$ cat config.mk
export PLATFORM = sky130hd
export DESIGN_NAME = cfg_serial_loader
export DESIGN_NICKNAME = d
export VERILOG_FILES = /design/src/rtl/cfg_serial_loader.sv
export SDC_FILE = /design/constraint.sdc
export NUM_CORES = 1
export LEC_CHECK = 0
export CAP_MARGIN = 20
export CORE_MARGIN = 5
export CORE_UTILIZATION = 35
export DETAILED_ROUTE_END_ITERATION = 6
export PLACE_DENSITY = 0.59
export SYNTH_ARGS = -nofsm -noshare
export SYNTH_HDL_FRONTEND = slang
export SYNTH_SLANG_ARGS = --single-unit
export TNS_END_PERCENT = 30
$ cat constraint.sdc
create_clock -name clk -period 4.43 [get_ports clk]
set_clock_uncertainty 0.15 [all_clocks]
set_input_delay 1.329 -clock clk [delete_from_list [all_inputs] [get_ports clk]]
set_output_delay 1.329 -clock clk [all_outputs]
set_load 0.05 [all_outputs]
$ cat src/rtl/cfg_serial_loader.sv
module cfg_serial_loader #(
  parameter int CLK_DIV      = 2,
  parameter int PROG_HOLD    = 200,
  parameter int DUMMY_CLOCKS = 3,
  parameter int INIT_POLLS   = 100000,
  parameter int DONE_CLOCKS  = 1000,
  parameter int ATTEMPTS     = 5
) (
  input  logic       clk,
  input  logic       rst_n,
  input  logic       start,
  input  logic       partial,
  input  logic [7:0] s_data,
  input  logic       s_valid,
  input  logic       s_last,
  output logic       s_ready,
  output logic       cfg_prog_n,
  output logic       cfg_clk,
  output logic       cfg_dout,
  input  logic       cfg_init_n,
  input  logic       cfg_done,
  output logic       load_ok,
  output logic       load_fail,
  output logic [2:0] err_code
);
  localparam int PHW  = $clog2(2 * CLK_DIV);
  localparam int HW   = $clog2(PROG_HOLD + 1);
  localparam int PW   = $clog2(INIT_POLLS + 1);
  localparam int DW   = $clog2(DONE_CLOCKS + 1);
  localparam int AW   = $clog2(ATTEMPTS + 1);
  localparam int BMAX = (DUMMY_CLOCKS > 8) ? DUMMY_CLOCKS : 8;
  localparam int BW   = $clog2(BMAX + 1);

  localparam logic [PHW-1:0] PH_HI     = PHW'(CLK_DIV);
  localparam logic [PHW-1:0] PH_LAST   = PHW'(2 * CLK_DIV - 1);
  localparam logic [HW-1:0]  HOLD_LAST = HW'(PROG_HOLD - 1);
  localparam logic [PW-1:0]  POLL_MAX  = PW'(INIT_POLLS);
  localparam logic [DW-1:0]  DONE_MAX  = DW'(DONE_CLOCKS);
  localparam logic [AW-1:0]  TRY_LAST  = AW'(ATTEMPTS - 1);
  localparam logic [BW-1:0]  B_DUMMY   = BW'(DUMMY_CLOCKS);
  localparam logic [BW-1:0]  B_BYTE    = BW'(8);
  localparam logic [BW-1:0]  B_ONE     = BW'(1);

  typedef enum logic [2:0] {
    S_IDLE, S_BEGIN, S_PROG, S_PRE, S_POLL, S_FETCH, S_SHIFT, S_DWAIT
  } st_t;

  st_t            st;
  logic           part_r, last_r, prog_r;
  logic [HW-1:0]  hold;
  logic [PW-1:0]  polls;
  logic [DW-1:0]  dcnt;
  logic [AW-1:0]  tries;
  logic [BW-1:0]  burst;
  logic [PHW-1:0] ph;
  logic [7:0]     sr;
  logic [1:0]     init_q, done_q;
  logic [2:0]     err_now;

  wire init_s  = init_q[1];
  wire done_s  = done_q[1];
  wire clk_run = (burst != '0);
  wire cyc_end = clk_run && (ph == PH_LAST);

  assign cfg_prog_n = prog_r;
  assign cfg_clk    = clk_run && (ph >= PH_HI);
  assign cfg_dout   = (st == S_SHIFT) && sr[7];
  assign s_ready    = (st == S_FETCH);

  always_ff @(posedge clk) begin
    if (!rst_n) begin
      init_q <= '0;
      done_q <= '0;
    end else begin
      init_q <= {init_q[0], cfg_init_n};
      done_q <= {done_q[0], cfg_done};
    end
  end

  always_ff @(posedge clk) begin
    if (!rst_n || !clk_run || cyc_end) ph <= '0;
    else                               ph <= ph + 1'b1;
  end

  always_comb begin
    err_now = 3'd0;
    if (!clk_run) begin
      case (st)
        S_PROG:  if (hold == HOLD_LAST && init_s) err_now = 3'd1;
        S_POLL:  if (!init_s && polls == POLL_MAX) err_now = 3'd2;
        S_DWAIT: if (!done_s) begin
                   if (!init_s)               err_now = 3'd3;
                   else if (dcnt == DONE_MAX) err_now = 3'd4;
                 end
        default: err_now = 3'd0;
      endcase
    end
  end

  always_ff @(posedge clk) begin
    if (!rst_n) begin
      st <= S_IDLE;  part_r <= 1'b0;  last_r <= 1'b0;  prog_r <= 1'b1;
      hold <= '0;  polls <= '0;  dcnt <= '0;  tries <= '0;  burst <= '0;
      sr <= '0;  load_ok <= 1'b0;  load_fail <= 1'b0;  err_code <= 3'd0;
    end else begin
      load_ok   <= 1'b0;
      load_fail <= 1'b0;
      if (cyc_end) begin
        burst <= burst - 1'b1;
        if (st == S_SHIFT) sr <= {sr[6:0], 1'b0};
      end
      if (err_now != 3'd0) begin
        err_code <= err_now;
        prog_r   <= 1'b1;
        if (tries == TRY_LAST) begin
          load_fail <= 1'b1;
          st        <= S_IDLE;
        end else begin
          tries <= tries + 1'b1;
          st    <= S_BEGIN;
        end
      end else if (!clk_run) begin
        case (st)
          S_IDLE: if (start) begin
            tries  <= '0;
            part_r <= partial;
            st     <= S_BEGIN;
          end
          S_BEGIN: begin
            hold <= '0;
            if (part_r) begin
              burst <= B_DUMMY;
              st    <= S_PRE;
            end else begin
              prog_r <= 1'b0;
              st     <= S_PROG;
            end
          end
          S_PROG: if (hold == HOLD_LAST) begin
            burst <= B_DUMMY;
            st    <= S_PRE;
          end else hold <= hold + 1'b1;
          S_PRE: begin
            prog_r <= 1'b1;
            polls  <= '0;
            st     <= S_POLL;
          end
          S_POLL: if (init_s) st <= S_FETCH;
          else begin
            polls <= polls + 1'b1;
            burst <= B_DUMMY;
          end
          S_FETCH: if (s_valid) begin
            sr     <= s_data;
            last_r <= s_last;
            burst  <= B_BYTE;
            st     <= S_SHIFT;
          end
          S_SHIFT: begin
            dcnt <= '0;
            st   <= last_r ? S_DWAIT : S_FETCH;
          end
          S_DWAIT: if (done_s) begin
            load_ok  <= 1'b1;
            err_code <= 3'd0;
            st       <= S_IDLE;
          end else begin
            dcnt  <= dcnt + 1'b1;
            burst <= B_ONE;
          end
          default: st <= S_IDLE;
        endcase
      end
    end
  end

  p_ok_code_r8: assert property (@(posedge clk) disable iff (!rst_n)
    load_ok |-> err_code == 3'd0)
    else $error("success pulse with nonzero code");

  p_fail_code_r11: assert property (@(posedge clk) disable iff (!rst_n)
    load_fail |-> err_code != 3'd0)
    else $error("failure pulse without a code");

  p_one_result_r11: assert property (@(posedge clk) disable iff (!rst_n)
    !(load_ok && load_fail))
    else $error("success and failure together");

  p_din_setup_r6: assert property (@(posedge clk) disable iff (!rst_n)
    $rose(cfg_clk) |-> $stable(cfg_dout))
    else $error("data moved at a rising configuration clock");

  p_ready_clk_low_r6: assert property (@(posedge clk) disable iff (!rst_n)
    s_ready |-> !cfg_clk)
    else $error("byte requested while clock high");

  p_prog_width_r2: assert property (@(posedge clk) disable iff (!rst_n)
    $fell(cfg_prog_n) && (PROG_HOLD > 1) |=> !cfg_prog_n)
    else $error("program pulse too short");
endmodule

==> results.txt <==
The number of cell instances on the worst register-to-register path came out at 8. The hold buffer count at cts came out at 0. The sum of routed wire length over all layers is just over 8 mm.

The average wire per standard cell is 14.01 um. Setup total negative slack on the finished layout was measured at 0 ns. The post-cts gate resize count came out at 0.

The area of the core is approximately 0.010 mm^2. The number of rows in the core area is 37. The final period utilization is 87.85%. The analysis attributes to cell leakage a power of ~1.4 nW. The final critical-path setup slack is ~0.54 ns. The number of register bits inferred by synthesis came out at 67. The startpoint identified for the worst hold timing path is done_q[0].

The post-DP HPWL came out at around 6.0 mm. When the netlist entered floorplanning its net count stood at between 400 and 500. In this run the remaining antenna-violating nets after routing total 0. The global-route usage over all layers is a little over an eighth. STA classifies the critical path startpoint as a flip-flop. In this run the mean area of a mapped cell was 8.513 um^2. The number of synthesized flops with an enable pin is 0. The number of top-level design ports came out at 25. The floorplan die width is between 100 and 150 um.

Using the TritonRoute via totals, the vias-per-cell ratio works out to between 5 and 6. The total number of nets in the final design came out at about 480. Measured along the y axis, the die boundary spans about 110 um. Setup repair after global routing left no endpoint under its margin. The die outline area came out at around 0.012 mm^2.

The clock period minus worst slack came out at 3.892 ns. The share of flip-flops with an asynchronous set or reset after synthesis is 0%. The via count of the first global-routing pass is 2,867. The total count of hold-check failures in the final report is 0. The number of antenna cells inserted is 0. Of the post-synthesis cell area, the dominant cell type holds 37.25%. The H-tree depth is 3. TritonCTS built the clock tree. The setup path with the least slack is of type reg2out. The flow ran to the end, and the final reports show no timing, DRC or antenna violations.

The clock edge transition at the registers on the reported setup and hold paths came out at roughly 0.070 ns. The global-route wire length before repair came out at between 10 and 15 mm. Post-CTS timing repair inserted 0 buffers for setup. The buffer cell driving the clock tree root is sky130_fd_sc_hd__clkbuf_8. The min-delay analysis places its worst path in the category reg2reg. In this run the cell area of the synthesized design comes to about 0.0036 mm^2. The clock latency reported for the late side of the worst-skew pair is ~0.34 ns. The number of distinct standard cells referenced by the synthesized netlist is 63. The number of DRC violations after detailed-routing iteration 0 came out at 142.

The reg2reg setup slack is around 1.4 ns. The final weighted congestion in routability-driven placement came out at 0.8552. The dominant cell type by area after synthesis is sky130_fd_sc_hd__dfxtp_1. Port buffering added 24 buffers. The count of unresolved DRC violations after routing is 0.

For the pin with the worst max-slew slack, the measured transition is roughly 0.70 ns. The effective utilization at floorplan is roughly 35%. The number of sinks handled by clock tree synthesis came out at 67. The critical register-to-register path startpoint is burst[0]. The Yosys step of the flow raised 0 warnings. The clock passes through at most 2 buffers. Cells with a size suffix above 1 make up a little under an eighth of the layout.

The endpoint identified for the worst register-to-register timing path is polls[15]. For this run, the top clock speed supported by timing is around 0.26 GHz. The number of pins exceeding their max-slew limit in the final report came out at 0. The number of cells produced by synthesis is about 420.

Compared with the post-synthesis result, the final layout area differs by 16.12%. The highest net fanout along the worst path came out at 17. The max capacitance violation total is 0. The worst slew margin relative to its limit is 52.71%.

Counting instances, the worst hold path has a depth of 1. At the placement stage, the worst setup path has a slack of 0.9400 ns. The initial antenna violation count came out at 0. IR analysis of the VDD net gives a maximum drop of between 0.2 and 0.25 mV.

The worst hold path terminates at done_q[1]. In this run the power density over the cells is just under 400 mW/mm^2. The endpoint arrival time on the critical path came out at 2.41 ns.

Yosys attributes the largest share of cell area to sky130_fd_sc_hd__dfxtp_1 37%, sky130_fd_sc_hd__nor2_1 4.7%, sky130_fd_sc_hd__xnor2_1 3.9%. The required time at the worst-slack endpoint is 2.95 ns. Global routing finished with a remaining overflow of 0. The number of optimization iterations in the first detailed-route pass is 4.

The via count of the routed design came out at roughly 3,200. Entering global routing, the biggest net connects 21 pins. The total CTS buffers is 9. Among all flip-flop cells after synthesis, the most frequent one is sky130_fd_sc_hd__dfxtp_1. The fraction of the yosys area taken by sequential cells came out at 37.25%.

The final hold slack is approximately 0.29 ns. Setup violations remaining at the end of the flow were counted as 0. The worst setup path is captured at an output port.
-- synthesized netlist by cell type (4+ instances only) --
master	number
sky130_fd_sc_hd__nand2_1	35
sky130_fd_sc_hd__nand4_1	13
sky130_fd_sc_hd__or3_1	8
sky130_fd_sc_hd__o21ai_1	5
sky130_fd_sc_hd__o21ai_0	18
sky130_fd_sc_hd__nand3_1	23
sky130_fd_sc_hd__nor2_1	45
sky130_fd_sc_hd__and2_1	8
sky130_fd_sc_hd__nor4_1	6
sky130_fd_sc_hd__clkbuf_1	11
sky130_fd_sc_hd__nor3_1	18
sky130_fd_sc_hd__or4_1	7
sky130_fd_sc_hd__dfxtp_1	67
sky130_fd_sc_hd__ha_1	11
sky130_fd_sc_hd__mux2i_1	12
sky130_fd_sc_hd__xnor2_1	16
sky130_fd_sc_hd__inv_1	15
sky130_fd_sc_hd__a211oi_1	5
sky130_fd_sc_hd__a211oi_2	8
sky130_fd_sc_hd__nor3b_1	5
sky130_fd_sc_hd__o31ai_1	4
sky130_fd_sc_hd__buf_2	4
sky130_fd_sc_hd__a21oi_1	21
-- final cells by class --
class	count	area, um^2
tap	136	170.2
clock buffer	10	137.6
multi-input combinational	320	2095
clock inverter	6	65.06
fill	1057	6003
sequential	67	1341
timing repair buffer	34	312.8
inverter	16	60.06
-- per-layer routing --
layer	up-vias	track usage, %	part of all wire (%)
met5	-	0	0
met4	0	2.676	0.76
met3	6	3.696	5.6
met2	74	21.51	48
met1	1495	17.50	46
li1	1587	-	-
-- logic make-up after synthesis --
logic type / after synthesis / share of synthesized area (%)
multiplexers: 13 / 3.648
adder cells (fa/ha/maj): 11 / 3.822
flip-flops: 67 / 37.25
buffers and inverters: 36 / 4.725
AND/OR/NAND/NOR: 190 / 28.18
AO/OA/AOI/OAI: 86 / 16.99
XOR/XNOR: 20 / 5.386
-- sequential cells by signal, indices dropped and copies added, names as in the netlist, 2 cells and up --
signal / count
polls: 17
st: 3
sr: 8
tries: 3
init_q: 2
done_q: 2
hold: 8
ph: 2
dcnt: 10
burst: 4
err_code: 3
-- power breakdown --
group / switching, mW / total [mW] / internal, mW
Sequential: 0.0364 / 0.669 / 0.632
Clock: 0.238 / 0.512 / 0.274
Combinational: 0.273 / 0.446 / 0.173
-- cells in the final DEF (no fill, tap or decap), types with 15 or more instances in the layout --
cell	n
sky130_fd_sc_hd__dfxtp_1	67
sky130_fd_sc_hd__nand2_1	35
sky130_fd_sc_hd__nor3_1	18
sky130_fd_sc_hd__inv_1	15
sky130_fd_sc_hd__nand3_1	23
sky130_fd_sc_hd__nor2_1	45
sky130_fd_sc_hd__xnor2_1	16
sky130_fd_sc_hd__o21ai_0	18
sky130_fd_sc_hd__a21oi_1	21
sky130_fd_sc_hd__clkdlybuf4s50_1	24
-- through the flow --
step	area, um^2	utilization (%)	power (mW)	cells
floorplan	3601	-	1.028	423
global placement	3974	39.02	1.113	572
detailed placement	3974	39.02	1.121	572
CTS	4177	41.01	1.640	588
global route	4182	41.06	1.720	589
finish	4182	41.06	1.627	589
-- worst max-delay path, cell delays in order (launching register included) --
cell                              delay (ns)
sky130_fd_sc_hd__dfxtp_1                0.69
sky130_fd_sc_hd__inv_2                  0.20
sky130_fd_sc_hd__nor3_1                 0.31
sky130_fd_sc_hd__clkdlybuf4s50_1        0.87
-- how the worst max path moves through the flow --
stage                     startpoint      end  slack [ns]
after floorplan                st[2]  s_ready        1.03
after global placement         st[0]  s_ready        0.98
after detailed placement       st[0]  s_ready        0.94
after CTS                      st[0]  s_ready        0.55
after global routing           st[0]  s_ready        0.41
final                          st[0]  s_ready        0.54
(Power assumes the default switching activity.)
